===== src/rtl/sdrtrk_pkg.sv =====
package sdrtrk_pkg;

  typedef enum logic [1:0] {
    CMD_NOP = 2'd0,
    CMD_ACT = 2'd1,
    CMD_RD  = 2'd2,
    CMD_PRE = 2'd3
  } cmd_e;

  typedef enum logic [1:0] {
    BK_IDLE  = 2'd0,
    BK_OPEN  = 2'd1,
    BK_PRECH = 2'd2
  } bank_st_e;

  // Tap of the launch pipeline that is due in the current cycle.
  function automatic logic due_tap(input logic [2:0] sr, input logic cl3);
    return cl3 ? sr[2] : sr[1];
  endfunction

  // Tap that becomes due in the next cycle.
  function automatic logic next_tap(input logic [2:0] sr, input logic cl3);
    return cl3 ? sr[1] : sr[0];
  endfunction

  // Bank mask addressed by a command.
  function automatic logic [1:0] bank_mask(input logic bank, input logic all_pre);
    if (all_pre) return 2'b11;
    return bank ? 2'b10 : 2'b01;
  endfunction

endpackage


===== src/rtl/sdrtrk_bank.sv =====
module sdrtrk_bank
  import sdrtrk_pkg::*;
#(
  parameter int TRAS = 5,
  parameter int TRP  = 3
) (
  input  logic clk,
  input  logic rst,
  input  logic act_go_i,
  input  logic pre_go_i,
  output logic open_o,
  output logic ready_o,
  output logic ras_ok_o
);
  localparam int MAXT = (TRAS > TRP) ? TRAS : TRP;
  localparam int CW   = $clog2(MAXT + 1);

  bank_st_e        st_q;
  logic [CW-1:0]   cnt_q;

  always_ff @(posedge clk) begin
    if (rst) begin
      st_q  <= BK_IDLE;
      cnt_q <= '0;
    end else begin
      case (st_q)
        BK_IDLE: begin
          if (act_go_i) begin
            st_q  <= BK_OPEN;
            cnt_q <= CW'(TRAS - 1);
          end
        end
        BK_OPEN: begin
          if (pre_go_i) begin
            st_q  <= BK_PRECH;
            cnt_q <= CW'(TRP - 1);
          end else if (cnt_q != '0) begin
            cnt_q <= cnt_q - 1'b1;
          end
        end
        BK_PRECH: begin
          if (act_go_i) begin
            st_q  <= BK_OPEN;
            cnt_q <= CW'(TRAS - 1);
          end else if (cnt_q == '0) begin
            st_q  <= BK_IDLE;
          end else begin
            cnt_q <= cnt_q - 1'b1;
          end
        end
        default: st_q <= BK_IDLE;
      endcase
    end
  end

  assign open_o   = (st_q == BK_OPEN);
  assign ready_o  = (st_q == BK_IDLE) || ((st_q == BK_PRECH) && (cnt_q == '0));
  assign ras_ok_o = (st_q == BK_OPEN) && (cnt_q == '0);


  ras_before_close_chk: assert property (@(posedge clk) disable iff (rst)
    $fell(open_o) |-> $past(ras_ok_o));


  open_from_ready_chk: assert property (@(posedge clk) disable iff (rst)
    $rose(open_o) |-> $past(ready_o));

endmodule


===== src/rtl/sdrtrk_rdpipe.sv =====
module sdrtrk_rdpipe
  import sdrtrk_pkg::*;
#(
  parameter int BURST_LEN = 4
) (
  input  logic clk,
  input  logic rst,
  input  logic start_i,
  input  logic cut_i,
  input  logic cl3_i,
  output logic valid_o,
  output logic oe_o
);
  localparam int MAX_CL = 3;
  localparam int GW     = $clog2(BURST_LEN);

  logic [GW-1:0]     gen_cnt_q;
  logic [MAX_CL-1:0] sr_q;
  logic              launch;

  // A word leaves the command side this cycle.
  assign launch = start_i || ((gen_cnt_q != '0) && !cut_i);

  always_ff @(posedge clk) begin
    if (rst) begin
      gen_cnt_q <= '0;
      sr_q      <= '0;
    end else begin
      sr_q <= {sr_q[MAX_CL-2:0], launch};
      if (start_i)
        gen_cnt_q <= GW'(BURST_LEN - 1);
      else if (cut_i)
        gen_cnt_q <= '0;
      else if (gen_cnt_q != '0)
        gen_cnt_q <= gen_cnt_q - 1'b1;
    end
  end

  assign valid_o = due_tap(sr_q, cl3_i);
  assign oe_o    = due_tap(sr_q, cl3_i) | next_tap(sr_q, cl3_i);


  cut_stops_launch_chk: assert property (@(posedge clk) disable iff (rst)
    (cut_i && !start_i) |=> (gen_cnt_q == '0));


  oe_covers_valid_chk: assert property (@(posedge clk) disable iff (rst)
    valid_o |-> oe_o);

endmodule


===== src/rtl/sdram_bank_tracker.sv =====
module sdram_bank_tracker
  import sdrtrk_pkg::*;
#(
  parameter int TRAS      = 5,
  parameter int TRP       = 3,
  parameter int BURST_LEN = 4
) (
  input  logic       clk,
  input  logic       rst,
  input  logic [1:0] cmd_i,
  input  logic       bank_i,
  input  logic       all_i,
  input  logic       cl3_i,
  output logic [1:0] bank_open_o,
  output logic [1:0] bank_idle_o,
  output logic       rd_valid_o,
  output logic       rd_oe_o,
  output logic       proto_err_o
);
  localparam int NBANK = 2;

  cmd_e             cmd;
  logic [NBANK-1:0] tgt, ras_ok, act_go, pre_go;
  logic             act_bad, rd_bad, pre_bad, cmd_bad;
  logic             rd_go, pre_ok, cut;
  logic             rd_bank_q, err_q;

  assign cmd = cmd_e'(cmd_i);
  assign tgt = bank_mask(bank_i, (cmd == CMD_PRE) && all_i);

  assign act_bad = (cmd == CMD_ACT) && !bank_idle_o[bank_i];
  assign rd_bad  = (cmd == CMD_RD)  && !bank_open_o[bank_i];
  assign pre_bad = (cmd == CMD_PRE) && |(tgt & bank_open_o & ~ras_ok);
  assign cmd_bad = act_bad | rd_bad | pre_bad;

  assign rd_go  = (cmd == CMD_RD)  && !cmd_bad;
  assign pre_ok = (cmd == CMD_PRE) && !cmd_bad;
  assign cut    = pre_ok && tgt[rd_bank_q];

  for (genvar b = 0; b < NBANK; b++) begin : g_bank
    assign act_go[b] = (cmd == CMD_ACT) && !cmd_bad && tgt[b];
    assign pre_go[b] = pre_ok && tgt[b];

    sdrtrk_bank #(.TRAS(TRAS), .TRP(TRP)) u_bank (
      .clk      (clk),
      .rst      (rst),
      .act_go_i (act_go[b]),
      .pre_go_i (pre_go[b]),
      .open_o   (bank_open_o[b]),
      .ready_o  (bank_idle_o[b]),
      .ras_ok_o (ras_ok[b])
    );
  end

  always_ff @(posedge clk) begin
    if (rst) begin
      rd_bank_q <= 1'b0;
      err_q     <= 1'b0;
    end else begin
      if (rd_go)   rd_bank_q <= bank_i;
      if (cmd_bad) err_q     <= 1'b1;
    end
  end

  assign proto_err_o = err_q;

  sdrtrk_rdpipe #(.BURST_LEN(BURST_LEN)) u_pipe (
    .clk     (clk),
    .rst     (rst),
    .start_i (rd_go),
    .cut_i   (cut),
    .cl3_i   (cl3_i),
    .valid_o (rd_valid_o),
    .oe_o    (rd_oe_o)
  );


  reject_hold_chk: assert property (@(posedge clk) disable iff (rst)
    cmd_bad |=> $stable(bank_open_o));


  all_close_chk: assert property (@(posedge clk) disable iff (rst)
    (pre_ok && all_i) |=> (bank_open_o == 2'b00));


  sticky_err_chk: assert property (@(posedge clk) disable iff (rst)
    proto_err_o |=> proto_err_o);


  err_after_reject_chk: assert property (@(posedge clk) disable iff (rst)
    cmd_bad |=> proto_err_o);

endmodule


===== config.mk =====
export PLATFORM = sky130hd
export DESIGN_NAME = sdram_bank_tracker
export DESIGN_NICKNAME = d
export VERILOG_FILES = /design/src/rtl/sdrtrk_pkg.sv /design/src/rtl/sdrtrk_bank.sv /design/src/rtl/sdrtrk_rdpipe.sv /design/src/rtl/sdram_bank_tracker.sv
export SDC_FILE = /design/constraint.sdc
export NUM_CORES = 1
export LEC_CHECK = 0
export ABC_AREA = 1
export CORE_ASPECT_RATIO = 2
export CORE_MARGIN = 1
export CORE_UTILIZATION = 49
export DETAILED_ROUTE_END_ITERATION = 10
export PLACE_DENSITY = 0.7
export SLEW_MARGIN = 10
export SYNTH_ARGS = -nofsm -noshare
export SYNTH_HDL_FRONTEND = slang
export SYNTH_SLANG_ARGS = --single-unit
export TNS_END_PERCENT = 100

===== constraint.sdc =====
create_clock -name clk -period 2.15 [get_ports clk]
set_input_delay 0.43 -clock clk [delete_from_list [all_inputs] [get_ports clk]]
set_output_delay 0.43 -clock clk [all_outputs]
set_load 0.05 [all_outputs]

# --- Yosys cells after proc, flatten, opt, wreduce, memory -nomap -nowiden ---
# Cells that the tools add are included.
op_classes:
  addsub: 3
  magnitude_cmp: 2
  n_eq_ne: 17
  n_mux: 37
  n_bitwise: 6
  reduce_logical: 39
ops:
  columns: ["operator", "count"]
  rows:
  - ["$mux W3", 10]
  - ["$mux W2", 14]
  - ["$ne A3 B2 Y1 const B", 6]
  - ["$pmux W3 S3", 2]
  - ["$logic_and A1 B1 Y1", 17]
  - ["$reduce_bool A3 Y1", 5]
  - ["$pmux W2 S3", 2]
  - ["$mux W1", 9]
  - ["$eq A2 B2 Y1 const B", 4]
  - ["$ne A2 B1 Y1 const B", 4]
  - ["$reduce_and A4 Y1", 2]
  - ["$eq A2 B1 Y1 const B", 3]
  - ["$logic_not A3 Y1", 2]
  - ["$reduce_and A3 Y1", 2]
  - ["$sub A3 B1 Y3 const B", 2]
  - ["$and A2 B2 Y2", 2]
  - ["$logic_not A1 Y1", 4]
  - ["$logic_not A2 Y1", 2]
  - ["$lt A1 B2 Y1 const B", 2]
  - ["$logic_or A1 B1 Y1", 3]
  - ["$or A1 B1 Y1", 3]
  - ["$not A2 Y2", 1]
  - ["$reduce_bool A2 Y1", 1]
  - ["$reduce_or A2 Y1", 1]
  - ["$sub A2 B1 Y2 const B", 1]
totals:
  reg_bits: 17
  out_inout_bits: 7
  wordCells: 112

# --- Depth between registers and ports, before layout ---
depth:
  ltp_word: 15
  mapped_depth: 17
  ltp_nobuf: 17

# --- Hierarchy ---
# A second synthesis with hierarchy kept.
unflattened:
  cells_unflattened: 215
  hier_area_um2: 1355.0
by_module_without_submodules:
  columns: ["module", "n_inst", "cells_each", "area_each_um2", "seq_area_each_um2"]
  rows:
  - ["sdrtrk_bank", 2, 69, 452.9, 100.1]
  - ["sdram_bank_tracker", 1, 48, 229.0, 40.0]
  - ["sdrtrk_rdpipe", 1, 29, 220.2, 100.1]

# --- Worst setup path after synthesis ---
# OpenSTA, ideal clock, no wires.
synth_timing:
  kind: "input -> output"
  start: "input cl3_i"
  end: "output rd_valid_o"
  arrival_time_ps: 1526
  required_time_ps: 1720
  slack_ps: 194
  stages: 1
  path_buffers: 0
  cell_sequence: "o21ai_0"
synth_via:
  elab_chain_len: 1
synth_lines:
  columns: ["item", "line", "rtl"]
  rows:
  - ["from (decl)", "sdram_bank_tracker.sv:13", "input logic cl3_i,"]
  - ["$mux W1", "sdrtrk_pkg.sv:18", "return cl3 ? sr[2] : sr[1];"]
  - ["to (decl)", "sdram_bank_tracker.sv:16", "output logic rd_valid_o,"]
# No other way between the ends.

# --- Worst setup path after layout ---
layout_timing:
  start: "register g_bank[0].u_bank.st_q[0]"
  end: "register g_bank[1].u_bank.st_q[1]"
layout_via:
  elab_chain_len: 14
  word_cells_on_any_way: 32
  classes_between: "5 x eq/ne; 6 x mux; 5 x bitwise; 16 x reduce/logical"
layout_lines:
  columns: ["item", "line", "rtl"]
  rows:
  - ["from (decl)", "sdrtrk_bank.sv:18", "bank_st_e st_q;"]
  - ["from (signal assigned)", "sdrtrk_bank.sv:23", "st_q <= BK_IDLE;"]
  - ["from (signal assigned)", "sdrtrk_bank.sv:29", "st_q <= BK_OPEN;"]
  - ["from (signal assigned)", "sdrtrk_bank.sv:35", "st_q <= BK_PRECH;"]
  - ["$eq A2 B2 Y1", "sdrtrk_bank.sv:57", "assign ready_o = (st_q == BK_IDLE) || ((st_q == BK_PRECH) && (cnt_q == '0));"]
  - ["$logic_and A1 B1 Y1", "sdrtrk_bank.sv:57", null]
  - ["$logic_or A1 B1 Y1", "sdrtrk_bank.sv:57", null]
  - ["$mux W1 (implied by the code) (2 in series)", "sdram_bank_tracker.sv:31", "assign act_bad = (cmd == CMD_ACT) && !bank_idle_o[bank_i];"]
  - ["$logic_not A1 Y1", "sdram_bank_tracker.sv:31", null]
  - ["$logic_and A1 B1 Y1", "sdram_bank_tracker.sv:31", null]
  - ["$or A1 B1 Y1", "sdram_bank_tracker.sv:34", "assign cmd_bad = act_bad | rd_bad | pre_bad;"]
  - ["$or A1 B1 Y1 *", "sdram_bank_tracker.sv:34", null]
  - ["$logic_not A1 Y1 *", "sdram_bank_tracker.sv:37, sdram_bank_tracker.sv:41", null]
  - ["$logic_and A1 B1 Y1, on equally long branches", "sdram_bank_tracker.sv:41, sdram_bank_tracker.sv:37", null]
  - ["$logic_and A1 B1 Y1, on equally long branches", "sdram_bank_tracker.sv:41, sdram_bank_tracker.sv:42", null]
  - ["$ne A3 B2 Y1 (no source line), or another cell as far along", null, null]
  - ["$reduce_and A3 Y1 (no source line) or $pmux W2 S3 (tied branches)", null, null]
  - ["to (signal assigned)", "sdrtrk_bank.sv:43", "st_q <= BK_OPEN;"]
  - ["to (signal assigned)", "sdrtrk_bank.sv:46", "st_q <= BK_IDLE;"]
  - ["to (signal assigned)", "sdrtrk_bank.sv:51", "default: st_q <= BK_IDLE;"]
  - ["to (decl)", "sdrtrk_bank.sv:18", null]
# Every way passes the cells marked *; elsewhere a longest branch is shown, timed or not. The select of a mux whose other input is x is not followed.
# A chain may end at the register's enable or synchronous reset.

==> reports/qor_table.md <==
| Quantity | Reported | Unit |
|:---|:---|:---|
| Worst r2r dst | g_bank[1].u_bank.st_q[1] | - |
| Setup violations, final | 0 | - |
| Achievable frequency | 0.514 | GHz |
| Post-route worst hold slack | 0.438 | ns |
| Post-synthesis instance area | 1420 | um^2 |
| Flip-flop and latch count after synthesis | 17 | - |
| Y dimension of the die | 78.1 | um |
| Switching power | 0.000767 | W |
| Final WL | 3200 | um |
| All-Layer GR Usage | 23.5 | % |
| Number of antenna violations at the first check in global routing | 0 | - |
| Design Power | 0.00167 | W |
| Slew @ Worst Pin | 0.484 | ns |
| # rows | 27 | - |
| Final period util | 90.5 | % |
| Routability-driven placement congestion ratio | 0.829 | - |
| Timing endpoint of the critical path | g_bank[1].u_bank.st_q[1] | - |
| Placeable core area | 2740 | um^2 |
| Number of cells on the worst reg-to-reg path | 12 | - |
| First-pass GRT wire length | 5230 | um |
| Die Wd | 40.1 | um |
| Vias in the first global route | 1329 | - |
| Maximum ir drop on the vdd rail | 0.696 | mV |
| Sequential area share after synthesis | 24.0 | % |
| Initial core utilization | 51.9 | % |
| Count of mapped cells out of synthesis | 221 | - |
| Drt initial violations | 23 | - |
| Total die area | 3130 | um^2 |
| Count of yosys warnings during synthesis | 0 | - |
| Detailed-route via count | 1370 | - |
| Number of unique standard cell types used by synthesis | 25 | - |
| Slowest CP cell | sky130_fd_sc_hd__dfxtp_1 | - |
| Cell-by-cell listing of the critical path | inv_1 > ha_1 > nand3_1 > nand2_2 > nand2_1 > nand3_2 > nand4_4 > nor2_2 > nor2_1 > nor2_2 > nand2_1 > a21oi_1 | - |
| Share of total power in the clock network | 15.0 | % |
| Hold Fails Final Rpt | 0 | - |
| Per-instance average area after synthesis | 6.42 | um^2 |
| Fraction of layout cells with a size suffix above 1 | 21.9 | % |
| Endpoint type of the worst setup path | flip-flop | - |
| Worst reg2reg path startpoint | g_bank[0].u_bank.st_q[0] | - |
| CTS clk-pin slew, worst paths | 0.07 | ns |
| Seq. cell area | 340 | um^2 |
| Max_slew headroom | 67.6 | % |
| Overflow left after global routing | 0 | - |
| Number of maximum-capacitance violations | 0 | - |
| CTS sink count | 17 | - |
| Clk buf depth | 2 | - |
| Number of remaining DRC errors | 0 | - |
| Clock tree from TritonCTS | built | - |
| I/O pin cnt | 14 | - |
| Pwr per Cell Area | 940 | nW/um^2 |
| Run status | finished clean | - |
| H-tree depth reported by CTS | 1 | - |
| Pin count of the biggest net entering global routing | 11 | - |
| Total of fill cells in the finished design | 258 | - |
| Fin Clk Skew | 0.00468 | ns |
| Nature of the critical path startpoint | flip-flop | - |
| Number of search-and-repair iterations in the first detailed-routing pass | 4 | - |
| Utilization of the core after routing | 64.7 | % |
| Register-to-register setup slack | 0.20 | ns |
| Slew Limit Fails | 0 | - |
| Maximum net fanout on the critical path | 8 | - |
| Multi-input logic area | 920 | um^2 |
| Clock Latency Late Sink | 0.26 | ns |
| Combinational group share of total power | 59.4 | % |
| Antenna Nets Post-Route | 0 | - |
| Net count of the mapped netlist | 243 | - |
| Post-detailed-route wirelength per cell | 11.6 | um |
| Via-to-Cell Ratio | 4.96 | - |
| Count of port buffers added during placement | 13 | - |
| Hold Crit Class | flip-flop to flip-flop | - |
| Min Tclk post-route | 1.95 | ns |
| Pleak | 0.914 | nW |
| Net switching fraction of the power | 46.0 | % |
| Internal power consumption | 0.000899 | W |
| Data arrival at the endpoint of the critical path | 2.13 | ns |
| Required arrival time at the worst endpoint | 2.34 | ns |
| Largest stage delay, worst path | 0.35 | ns |
| Sequential fraction of design power | 25.6 | % |
| Nets@finish | 270 | - |
| Critical path launch point | g_bank[0].u_bank.st_q[0] | - |
| Master cell of the clock root buffer | sky130_fd_sc_hd__clkbuf_8 | - |
| Class of the most critical setup path | flip-flop to flip-flop | - |
| Number of buffers created by CTS | 3 | - |
| Layout area overhead | 24.9 | % |
| Diode count | 0 | - |
| Detail Placement HPWL | 2570 | um |
worst min-delay path by stage:
| stage | startpoint | end | slack [ns] | cells after the start |
|---|---|---|---|---|
| 3_3_place_gp | u_pipe.sr_q[0] | u_pipe.sr_q[1] | 0.43 | 2 |
| 3_5_place_dp | u_pipe.sr_q[0] | u_pipe.sr_q[1] | 0.43 | 2 |
| 5_1_grt | u_pipe.sr_q[0] | u_pipe.sr_q[1] | 0.47 | 2 |
| 2_1_floorplan | u_pipe.sr_q[0] | u_pipe.sr_q[1] | 0.41 | 2 |
| 4_1_cts | u_pipe.sr_q[0] | u_pipe.sr_q[1] | 0.45 | 2 |
| 6_report | u_pipe.sr_q[0] | u_pipe.sr_q[1] | 0.44 | 2 |
registers in the layout (all words and copies together) (netlist names):
register	flops
u_pipe.sr_q	3
g_bank.u_bank.cnt_q	6
proto_err_o	1
u_pipe.gen_cnt_q	2
rd_bank_q	1
g_bank.u_bank.st_q	4
worst max-delay path, delay by kind of cell (launching register included):
family,cells,cell delay [ns]
DFF,1,0.35
buffers and inverters,1,0.11
and+or+nand+nor,9,1.08
adders and majority gates,1,0.20
AOI/OAI and AO/OA,1,0.14
cells in the final DEF (no fill, tap or decap), drive strengths merged:
master	netlist	layout
nand3	10	10
nand4	3	3
o21bai	1	1
dlymetal6s2s	0	1
inv	45	45
ha	15	15
clkbuf	1	3
nor3	1	1
xnor2	1	1
o211ai	2	2
buf	4	20
dfxtp	17	17
xor2	1	1
clkinv	0	1
nand2	58	58
a21oi	14	14
nor2	35	35
clkdlybuf4s50	0	6
o21ai	13	13
synthesized netlist by cell type:
library cell               number  area (um^2)
sky130_fd_sc_hd__clkbuf_1       1         3.75
sky130_fd_sc_hd__a21oi_1       13         65.1
sky130_fd_sc_hd__o21ai_1        4         20.0
sky130_fd_sc_hd__o211ai_4       1         21.3
sky130_fd_sc_hd__o21ai_2        2         17.5
sky130_fd_sc_hd__nor3_1         1         5.00
sky130_fd_sc_hd__inv_1         38          143
sky130_fd_sc_hd__nand4_2        1         12.5
sky130_fd_sc_hd__ha_1          15          188
sky130_fd_sc_hd__nand4_4        2         42.5
sky130_fd_sc_hd__inv_2          7         26.3
sky130_fd_sc_hd__nor2_2         3         18.8
sky130_fd_sc_hd__nand3_1        8         40.0
sky130_fd_sc_hd__nor2_1        32          120
sky130_fd_sc_hd__o21ai_0        7         35.0
sky130_fd_sc_hd__nand3_2        2         20.0
sky130_fd_sc_hd__xnor2_1        1         8.76
sky130_fd_sc_hd__xor2_1         1         8.76
sky130_fd_sc_hd__nand2_1       55          206
sky130_fd_sc_hd__nand2_2        3         18.8
sky130_fd_sc_hd__o211ai_1       1         7.51
sky130_fd_sc_hd__dfxtp_1       17          340
sky130_fd_sc_hd__a21oi_2        1         8.76
sky130_fd_sc_hd__o21bai_2       1         11.3
sky130_fd_sc_hd__buf_4          4         30.0
power groups by stage:
| stage | logic, W | clock network, W | registers, W |
|---|---|---|---|
| after CTS | 0.000963 | 0.000249 | 0.000425 |
| after floorplan | 0.000696 | 0 | 0.000435 |
| after global placement | 0.000953 | 0 | 0.000432 |
| after detailed placement | 0.000957 | 0 | 0.000433 |
| final | 0.000990 | 0.000249 | 0.000427 |
| after global routing | 0.00110 | 0.000269 | 0.000438 |
cell families after synthesis:
family	share of synthesized area, %
and+or+nand+nor	34.1
buffers and inverters	14.3
AOI/OAI and AO/OA	13.1
DFF	24.0
adders and majority gates	13.2
xor gates and xnor gates	1.23
layer usage:
layer / track usage, % / vias to the layer above / share of wire (%)
li1: - / 722 / -
met1: 21.1 / 617 / 37
met2: 42.6 / 19 / 58
met3: 4.24 / 12 / 1.1
met4: 14.5 / 0 / 4.1
met5: 0 / - / 0
layout make-up:
| type | count | area share (%) |
|---|---|---|
| repair buffers | 27 | 14.7 |
| well taps | 29 | 2.05 |
| multi-input cells | 154 | 51.9 |
| flip-flops and latches | 17 | 19.2 |
| clock inverters | 1 | 0.282 |
| inverters | 45 | 9.53 |
| clock buffers | 3 | 2.33 |
through the flow:
step / instance area (um^2) / setup slack, ns / cells / setup TNS, ns
after detailed placement: 1680 / -0.122 / 272 / -0.780
after CTS: 1730 / 0.102 / 276 / 0
final: 1770 / 0.204 / 276 / 0
after floorplan: 1420 / 0.194 / 221 / 0
after global routing: 1770 / -0.00182 / 276 / -0.00182
after global placement: 1680 / -0.0991 / 272 / -0.599
what timing repair did:
action                     CTS  global route
setup buffers                0             0
hold buffers                 0             0
setup endpoints to repair    0            14
resized for setup            0            12
Power figures use the tool's default switching activity.
